File: src/rtl/gpib_as_pkg.sv
package gpib_as_pkg;

    localparam int unsigned GP_ADDR_W = 5;

    typedef enum logic [1:0] {
        AM_OFF    = 2'b00,
        AM_SINGLE = 2'b01,
        AM_TWO    = 2'b10,
        AM_RSVD   = 2'b11
    } addr_mode_e;

    // state code is {addressed, primary_seen}
    typedef enum logic [1:0] {
        RS_IDLE     = 2'b00,
        RS_PRI      = 2'b01,
        RS_ADDR     = 2'b10,
        RS_ADDR_PRI = 2'b11
    } role_state_e;

    typedef enum logic {
        SP_OFF = 1'b0,
        SP_ON  = 1'b1
    } spoll_state_e;

    localparam logic [1:0] GRP_UNIV   = 2'b00;
    localparam logic [1:0] GRP_LISTEN = 2'b01;
    localparam logic [1:0] GRP_TALK   = 2'b10;
    localparam logic [1:0] GRP_SEC    = 2'b11;

    typedef struct packed {
        logic spe;
        logic spd;
        logic mla;
        logic unl;
        logic mta;
        logic unt;
        logic ota;
        logic pcg;
        logic msa;
    } cmd_ev_t;

endpackage

File: src/rtl/gpib_cmd_decode.sv
module gpib_cmd_decode
    import gpib_as_pkg::*;
#(
    parameter int unsigned ADDR_W = GP_ADDR_W
) (
    input  logic [ADDR_W+1:0] cmd_i,
    input  logic              strobe_i,
    input  logic              atn_n_i,
    input  logic [ADDR_W-1:0] pri_i,
    input  logic [ADDR_W-1:0] sec_i,
    output cmd_ev_t           ev_o
);

    localparam logic [ADDR_W-1:0] ALL1   = '1;
    localparam logic [ADDR_W-1:0] SPE_LO = ADDR_W'(24);
    localparam logic [ADDR_W-1:0] SPD_LO = ADDR_W'(25);

    logic              hit;
    logic [1:0]        grp;
    logic [ADDR_W-1:0] lo;
    logic              pri_ok;

    assign hit    = strobe_i & ~atn_n_i;
    assign grp    = cmd_i[ADDR_W+1:ADDR_W];
    assign lo     = cmd_i[ADDR_W-1:0];
    assign pri_ok = (pri_i != ALL1);

    always_comb begin
        ev_o = '0;
        if (hit) begin
            case (grp)
                GRP_UNIV: begin
                    ev_o.spe = (lo == SPE_LO);
                    ev_o.spd = (lo == SPD_LO);
                end
                GRP_LISTEN: begin
                    ev_o.pcg = 1'b1;
                    ev_o.unl = (lo == ALL1);
                    ev_o.mla = pri_ok && (lo == pri_i);
                end
                GRP_TALK: begin
                    ev_o.pcg = 1'b1;
                    ev_o.unt = (lo == ALL1);
                    ev_o.mta = pri_ok && (lo == pri_i);
                    ev_o.ota = (lo != ALL1) && (lo != pri_i);
                end
                default: begin
                    ev_o.msa = (lo == sec_i);
                end
            endcase
        end
    end

endmodule

File: src/rtl/gpib_role_fsm.sv
module gpib_role_fsm
    import gpib_as_pkg::*;
(
    input  logic       clk_i,
    input  logic       rst_i,
    input  addr_mode_e mode_i,
    input  logic       mine_i,
    input  logic       peer_mine_i,
    input  logic       unaddr_i,
    input  logic       other_i,
    input  logic       pcg_i,
    input  logic       msa_i,
    input  logic       peer_pas_i,
    output logic       addr_o,
    output logic       pas_o
);

    role_state_e state_q, state_d;
    logic cur_a, cur_p, nx_a, nx_p;

    assign cur_a = state_q[1];
    assign cur_p = state_q[0];

    always_comb begin
        nx_a = 1'b0;
        nx_p = 1'b0;
        unique case (mode_i)
            AM_SINGLE: begin
                nx_a = (cur_a & ~(unaddr_i | peer_mine_i | other_i)) | mine_i;
                nx_p = 1'b0;
            end
            AM_TWO: begin
                nx_p = pcg_i ? mine_i : cur_p;
                nx_a = cur_a;
                if (unaddr_i || other_i)
                    nx_a = 1'b0;
                if (msa_i && cur_p)
                    nx_a = 1'b1;
                else if (msa_i && peer_pas_i)
                    nx_a = 1'b0;
            end
            AM_OFF, AM_RSVD: begin
                nx_a = 1'b0;
                nx_p = 1'b0;
            end
        endcase
        state_d = role_state_e'({nx_a, nx_p});
    end

    always_ff @(posedge clk_i) begin
        if (rst_i)
            state_q <= RS_IDLE;
        else
            state_q <= state_d;
    end

    always_comb begin
        unique case (state_q)
            RS_IDLE:     begin addr_o = 1'b0; pas_o = 1'b0; end
            RS_PRI:      begin addr_o = 1'b0; pas_o = 1'b1; end
            RS_ADDR:     begin addr_o = 1'b1; pas_o = 1'b0; end
            RS_ADDR_PRI: begin addr_o = 1'b1; pas_o = 1'b1; end
        endcase
    end


    role_rst_clear_chk: assert property (@(posedge clk_i)
        rst_i |=> (!addr_o && !pas_o));


    role_off_mode_chk: assert property (@(posedge clk_i) disable iff (rst_i)
        (mode_i == AM_OFF || mode_i == AM_RSVD) |=> (!addr_o && !pas_o));


    role_single_no_pas_chk: assert property (@(posedge clk_i) disable iff (rst_i)
        (mode_i == AM_SINGLE) |=> !pas_o);


    role_two_addr_via_sec_chk: assert property (@(posedge clk_i) disable iff (rst_i)
        (mode_i == AM_TWO && !addr_o && !(msa_i && pas_o)) |=> !addr_o);

endmodule

File: src/rtl/gpib_spoll_fsm.sv
module gpib_spoll_fsm
    import gpib_as_pkg::*;
(
    input  logic clk_i,
    input  logic rst_i,
    input  logic spe_i,
    input  logic spd_i,
    input  logic talker_i,
    output logic spms_o
);

    spoll_state_e state_q, state_d;

    always_comb begin
        state_d = state_q;
        unique case (state_q)
            SP_OFF: if (spe_i && talker_i) state_d = SP_ON;
            SP_ON:  if (spd_i)             state_d = SP_OFF;
        endcase
    end

    always_ff @(posedge clk_i) begin
        if (rst_i)
            state_q <= SP_OFF;
        else
            state_q <= state_d;
    end

    always_comb begin
        unique case (state_q)
            SP_OFF: spms_o = 1'b0;
            SP_ON:  spms_o = 1'b1;
        endcase
    end


    spoll_enter_chk: assert property (@(posedge clk_i) disable iff (rst_i)
        (spe_i && talker_i) |=> spms_o);


    spoll_leave_chk: assert property (@(posedge clk_i) disable iff (rst_i)
        spd_i |=> !spms_o);


    spoll_rst_chk: assert property (@(posedge clk_i)
        rst_i |=> !spms_o);

endmodule

File: src/rtl/gpib_addr_status.sv
module gpib_addr_status
    import gpib_as_pkg::*;
#(
    parameter int unsigned ADDR_W = GP_ADDR_W
) (
    input  logic              clk,
    input  logic              pon_rst,
    input  logic              chip_rst_cmd,
    input  logic              atn_n,
    input  logic              cmd_valid,
    input  logic [ADDR_W+2:0] dio,
    input  logic [ADDR_W-1:0] my_pri_addr,
    input  logic [ADDR_W-1:0] my_sec_addr,
    input  logic [1:0]        addr_mode,
    input  logic              ctrl_active,
    input  logic              ctrl_standby,
    input  logic              rd_stb,
    output logic [ADDR_W+2:0] rd_data
);

    localparam int unsigned CMD_W  = ADDR_W + 2;
    localparam int unsigned N_ROLE = 2;  // 0 listener, 1 talker
    localparam logic [CMD_W-1:0] UNL_CODE = {GRP_LISTEN, {ADDR_W{1'b1}}};

    logic              rst;
    addr_mode_e        mode;
    cmd_ev_t           ev;
    logic [N_ROLE-1:0] mine_v, unad_v, other_v, addr_v, pas_v;
    logic              spms;
    logic [ADDR_W+2:0] status;
    logic [ADDR_W+2:0] rd_q;

    assign rst  = pon_rst | chip_rst_cmd;
    assign mode = addr_mode_e'(addr_mode);

    gpib_cmd_decode #(.ADDR_W(ADDR_W)) u_dec (
        .cmd_i    (dio[CMD_W-1:0]),
        .strobe_i (cmd_valid),
        .atn_n_i  (atn_n),
        .pri_i    (my_pri_addr),
        .sec_i    (my_sec_addr),
        .ev_o     (ev)
    );

    assign mine_v  = {ev.mta, ev.mla};
    assign unad_v  = {ev.unt, ev.unl};
    assign other_v = {ev.ota, 1'b0};

    for (genvar r = 0; r < N_ROLE; r++) begin : g_role
        gpib_role_fsm u_role (
            .clk_i       (clk),
            .rst_i       (rst),
            .mode_i      (mode),
            .mine_i      (mine_v[r]),
            .peer_mine_i (mine_v[N_ROLE-1-r]),
            .unaddr_i    (unad_v[r]),
            .other_i     (other_v[r]),
            .pcg_i       (ev.pcg),
            .msa_i       (ev.msa),
            .peer_pas_i  (pas_v[N_ROLE-1-r]),
            .addr_o      (addr_v[r]),
            .pas_o       (pas_v[r])
        );
    end

    gpib_spoll_fsm u_spoll (
        .clk_i    (clk),
        .rst_i    (rst),
        .spe_i    (ev.spe),
        .spd_i    (ev.spd),
        .talker_i (addr_v[1]),
        .spms_o   (spms)
    );

    assign status = {ctrl_active | ctrl_standby, atn_n, spms,
                     pas_v[0], pas_v[1], addr_v[0], addr_v[1], 1'b0};

    always_ff @(posedge clk) begin
        if (rst)
            rd_q <= '0;
        else if (rd_stb)
            rd_q <= status;
    end

    assign rd_data = rd_q;


    never_both_roles_chk: assert property (@(posedge clk) disable iff (rst)
        !(addr_v[0] && addr_v[1]));


    read_hold_chk: assert property (@(posedge clk) disable iff (rst)
        !rd_stb |=> $stable(rd_data));


    high_bit_ignored_chk: assert property (@(posedge clk) disable iff (rst)
        (cmd_valid && !atn_n && dio[CMD_W] && dio[CMD_W-1:0] == UNL_CODE) |=> !addr_v[0]);

endmodule

File: config.mk
export PLATFORM = sky130hd
export DESIGN_NAME = gpib_addr_status
export DESIGN_NICKNAME = d
export VERILOG_FILES = /design/src/rtl/gpib_as_pkg.sv /design/src/rtl/gpib_cmd_decode.sv /design/src/rtl/gpib_role_fsm.sv /design/src/rtl/gpib_spoll_fsm.sv /design/src/rtl/gpib_addr_status.sv
export SDC_FILE = /design/constraint.sdc
export NUM_CORES = 1
export LEC_CHECK = 0
export BUFFER_PORTS_ARGS = -buffer_cell sky130_fd_sc_hd__buf_2
export CAP_MARGIN = 20
export CORE_MARGIN = 2
export CORE_UTILIZATION = 46
export CTS_BUF_LIST = sky130_fd_sc_hd__clkbuf_16
export CTS_CLUSTER_SIZE = 12
export DETAILED_ROUTE_END_ITERATION = 7
export PLACE_DENSITY = 0.84
export SLEW_MARGIN = 20
export SYNTH_ARGS = -nofsm -noshare
export SYNTH_HDL_FRONTEND = slang
export SYNTH_SLANG_ARGS = --single-unit
File: constraint.sdc
create_clock -name clk -period 1.5 [get_ports clk]
set_input_delay 0.15 -clock clk [delete_from_list [all_inputs] [get_ports clk]]
set_output_delay 0.15 -clock clk [all_outputs]
set_load 0.1 [all_outputs]
==> results.py <==
metrics = {
    "logic_synthesis": {
        "syn_inst": 98,
        "syn_nets": 130,
        "ys_types": 38,
        "syn_area_um2": 843,
        "ys_ff_latch": 12,
        "yosysSeqAreaShare_pct": 28.5,
        "yosysWarnings": 0,
        "avgSynthCellArea_um2": 8.61,
    },
    "clocking": {
        "cts_sinks": 12,
        "post_cts_buffers": 0,
        "clkTransAtPathRegs_ns": 0.04,
        "cts_tree": "yes",
        "cts_buffers": 3,
        "cts_resized": 0,
        "hold_buffers": 0,
        "cts_buffer_depth": 2,
        "clk_latency_ns": 0.23,
        "cts_htree_levels": 1,
        "cts_root_buffer": "clkbuf_16",
    },
    "floorplanning": {
        "chipWidth_um": 46.8,
        "io_pins": 36,
        "die_h_um": 46.8,
        "core-area_mm2": 0.00173,
        "initial_core_util_pct": 48.8,
        "rows": 15,
        "die_area_mm2": 0.00219,
    },
    "global_routing": {
        "grt_pass1_vias": 856,
        "grt-busiest-layer": "met2",
        "antenna_found_initial": 0,
        "met3_usage_pct": 2.69,
        "grt_first_pass_wirelength_um": 3340,
        "use_met1_pct": 21.1,
        "gr-usage-met2_pct": 41.6,
        "grt_usage_pct": 21.8,
        "overflow": 0,
        "grt_max_degree": 9,
    },
    "routing": {
        "wl_um": 2020,
        "wire_per_inst_um": 12.7,
        "antenna_left": 0,
        "drt_iter0_drc": 11,
        "drtPass1Iterations": 4,
        "vias": 847,
        "remaining_drc_errors": 0,
        "vias_per_cell": 5.33,
    },
    "pwr": {
        "p_total_uw": 990,
        "p_leak_nw": 0.481,
        "peakVddDrop_mv": 0.519,
        "p_per_area_mw_per_mm2": 891,
    },
    "worst_setup_path": {
        "crit_path_end_kind": "flip-flop",
        "crit_required_ns": 1.65,
        "critPathMaxFanout": 5,
        "critical_path_class": "flip-flop to flip-flop",
        "arrival_ns": 1.48,
        "worst_setup_path_start_kind": "flip-flop",
    },
    "finish": {
        "post-route-util_pct": 64.3,
        "final_cell_area_mm2": 0.00111,
        "syn_to_final_growth_pct": 31.8,
        "fin_cells": 159,
        "final_layout_size_suffix_gt1_share_pct": 36.6,
        "final_common_cell": "buf_2",
        "n_antenna_cell": 0,
        "register_area_um2": 240,
        "fin_nets": 167,
        "n_fill_cell": 173,
        "final_cell_mix": "33 x buf_2, 12 x dfxtp_1, 11 x nor2_1, 9 x xnor2_1, 9 x nand2_1",
        "multi_input_comb_area_um2": 573,
    },
    "placed_design": {
        "placed_cells": 155,
        "place_ws_ns": 0.0175,
        "dp_hpwl_um": 1700,
        "portBuffers": 33,
        "globalplace.congestion": 0.867,
        "dpl_cell_area_mm2": 0.00103,
    },
    "flow_run": {
        "maxCapViolCount": 0,
    },
    "timing": {
        "hold_violations": 0,
        "rsz0062_at_grt": "no",
        "fin_skew_ns": 0.00180,
        "finalCritPeriodShare_pct": 89.0,
        "slew_violations": 0,
        "hold_ws_ns": 0.174,
        "setup_ws_ns": 0.165,
        "final-setup-viol-count": 0,
        "fin_tns_setup_ns": 0,
        "finalCriticalPeriod_ns": 1.33,
        "fmax_mhz": 749,
    },
    "hold_path": {
        "hold_path_class": "input pin to flip-flop",
    },
    "run_status": {
        "status": "finished clean",
    },
}
[sequential cells by signal (all words and copies together), names as in the netlist]
signal	count
rd_data	7
u_spoll.state_q	1
g_role.u_role.state_q	4
[layout make-up]
cell class              instances  area share (%)
multi-input cells              81            51.6
clock inverters                 1           0.338
well taps                      25            2.82
flip-flops and latches         12            21.6
clock buffers                   3            6.76
inverters                       2           0.676
repair buffers                 35            16.2
[where the power goes]
part | leakage [nW] | switching, mW | internal, mW
clock network | 0.0385 | 0.125 | 0.350
logic | 0.345 | 0.111 | 0.0773
registers | 0.0970 | 0.00295 | 0.324
[cell usage after synthesis]
cell,instances,area share (%)
nor2_1,11,4.9
nand3_1,4,2.4
ha_1,4,5.9
a211o_1,2,2.1
o41ai_2,1,1.9
nor3_1,4,2.4
or4b_1,1,1.2
conb_1,1,0.44
inv_1,2,0.89
o21ai_0,1,0.59
nand2b_1,1,0.74
clkbuf_1,1,0.44
mux2i_1,6,7.1
or3_1,1,0.74
and4bb_2,1,1.5
nor2b_2,1,1.0
buf_4,1,0.89
xnor2_1,9,9.3
nor4b_1,1,1.0
o31ai_1,2,1.8
or2_2,1,0.74
nand2_2,1,0.74
and2b_2,2,2.1
a21oi_1,5,3.0
nand2_1,9,4.0
nand4_1,2,1.5
and2_1,1,0.74
o21ai_2,1,1.0
a211oi_1,1,0.89
dfxtp_1,12,28
buf_6,1,1.3
nand4_2,1,1.5
o21ba_1,1,1.2
a31oi_1,1,0.74
a311oi_2,1,1.8
or2b_1,1,0.89
nand3b_1,1,0.89
o31a_2,1,1.2
[critical path, cell delays in order (launching register included)]
cell and delay, ns:
dfxtp_1 0.40, nor2_1 0.09, o41ai_2 0.39, nor3_1 0.11
a311oi_2 0.25
[metal layers]
layer,vias up,share of wire [%]
li1,420,-
met1,374,39
met2,45,51
met3,8,6.5
met4,0,3.7
met5,-,0
[worst paths after layout]
kind                                                  start                     endpoint  slack [ns]  cells past startpoint
worst max-delay path            g_role[1].u_role.state_q[0]  g_role[0].u_role.state_q[1]        0.17                      4
worst min-delay path                                 dio[0]              u_spoll.state_q        0.17                      2
worst max register to register  g_role[1].u_role.state_q[0]  g_role[0].u_role.state_q[1]        0.17                      4
worst min register to register                   rd_data[1]                   rd_data[1]        0.49                      2
[cells by family (layout without fill, tap and decap cells)]
| family | after synthesis | in the layout | share of synthesized area (%) |
|---|---|---|---|
| flops | 12 | 12 | 28.5 |
| compound gates | 17 | 17 | 16.2 |
| buf+inv | 5 | 41 | 3.56 |
| simple gates | 44 | 44 | 28.9 |
| xor+xnor | 9 | 9 | 9.35 |
| fa+ha+maj | 4 | 4 | 5.93 |
| mux | 6 | 6 | 7.12 |
| other cells | 1 | 1 | 0.445 |
Power figures use the tool's default switching activity.
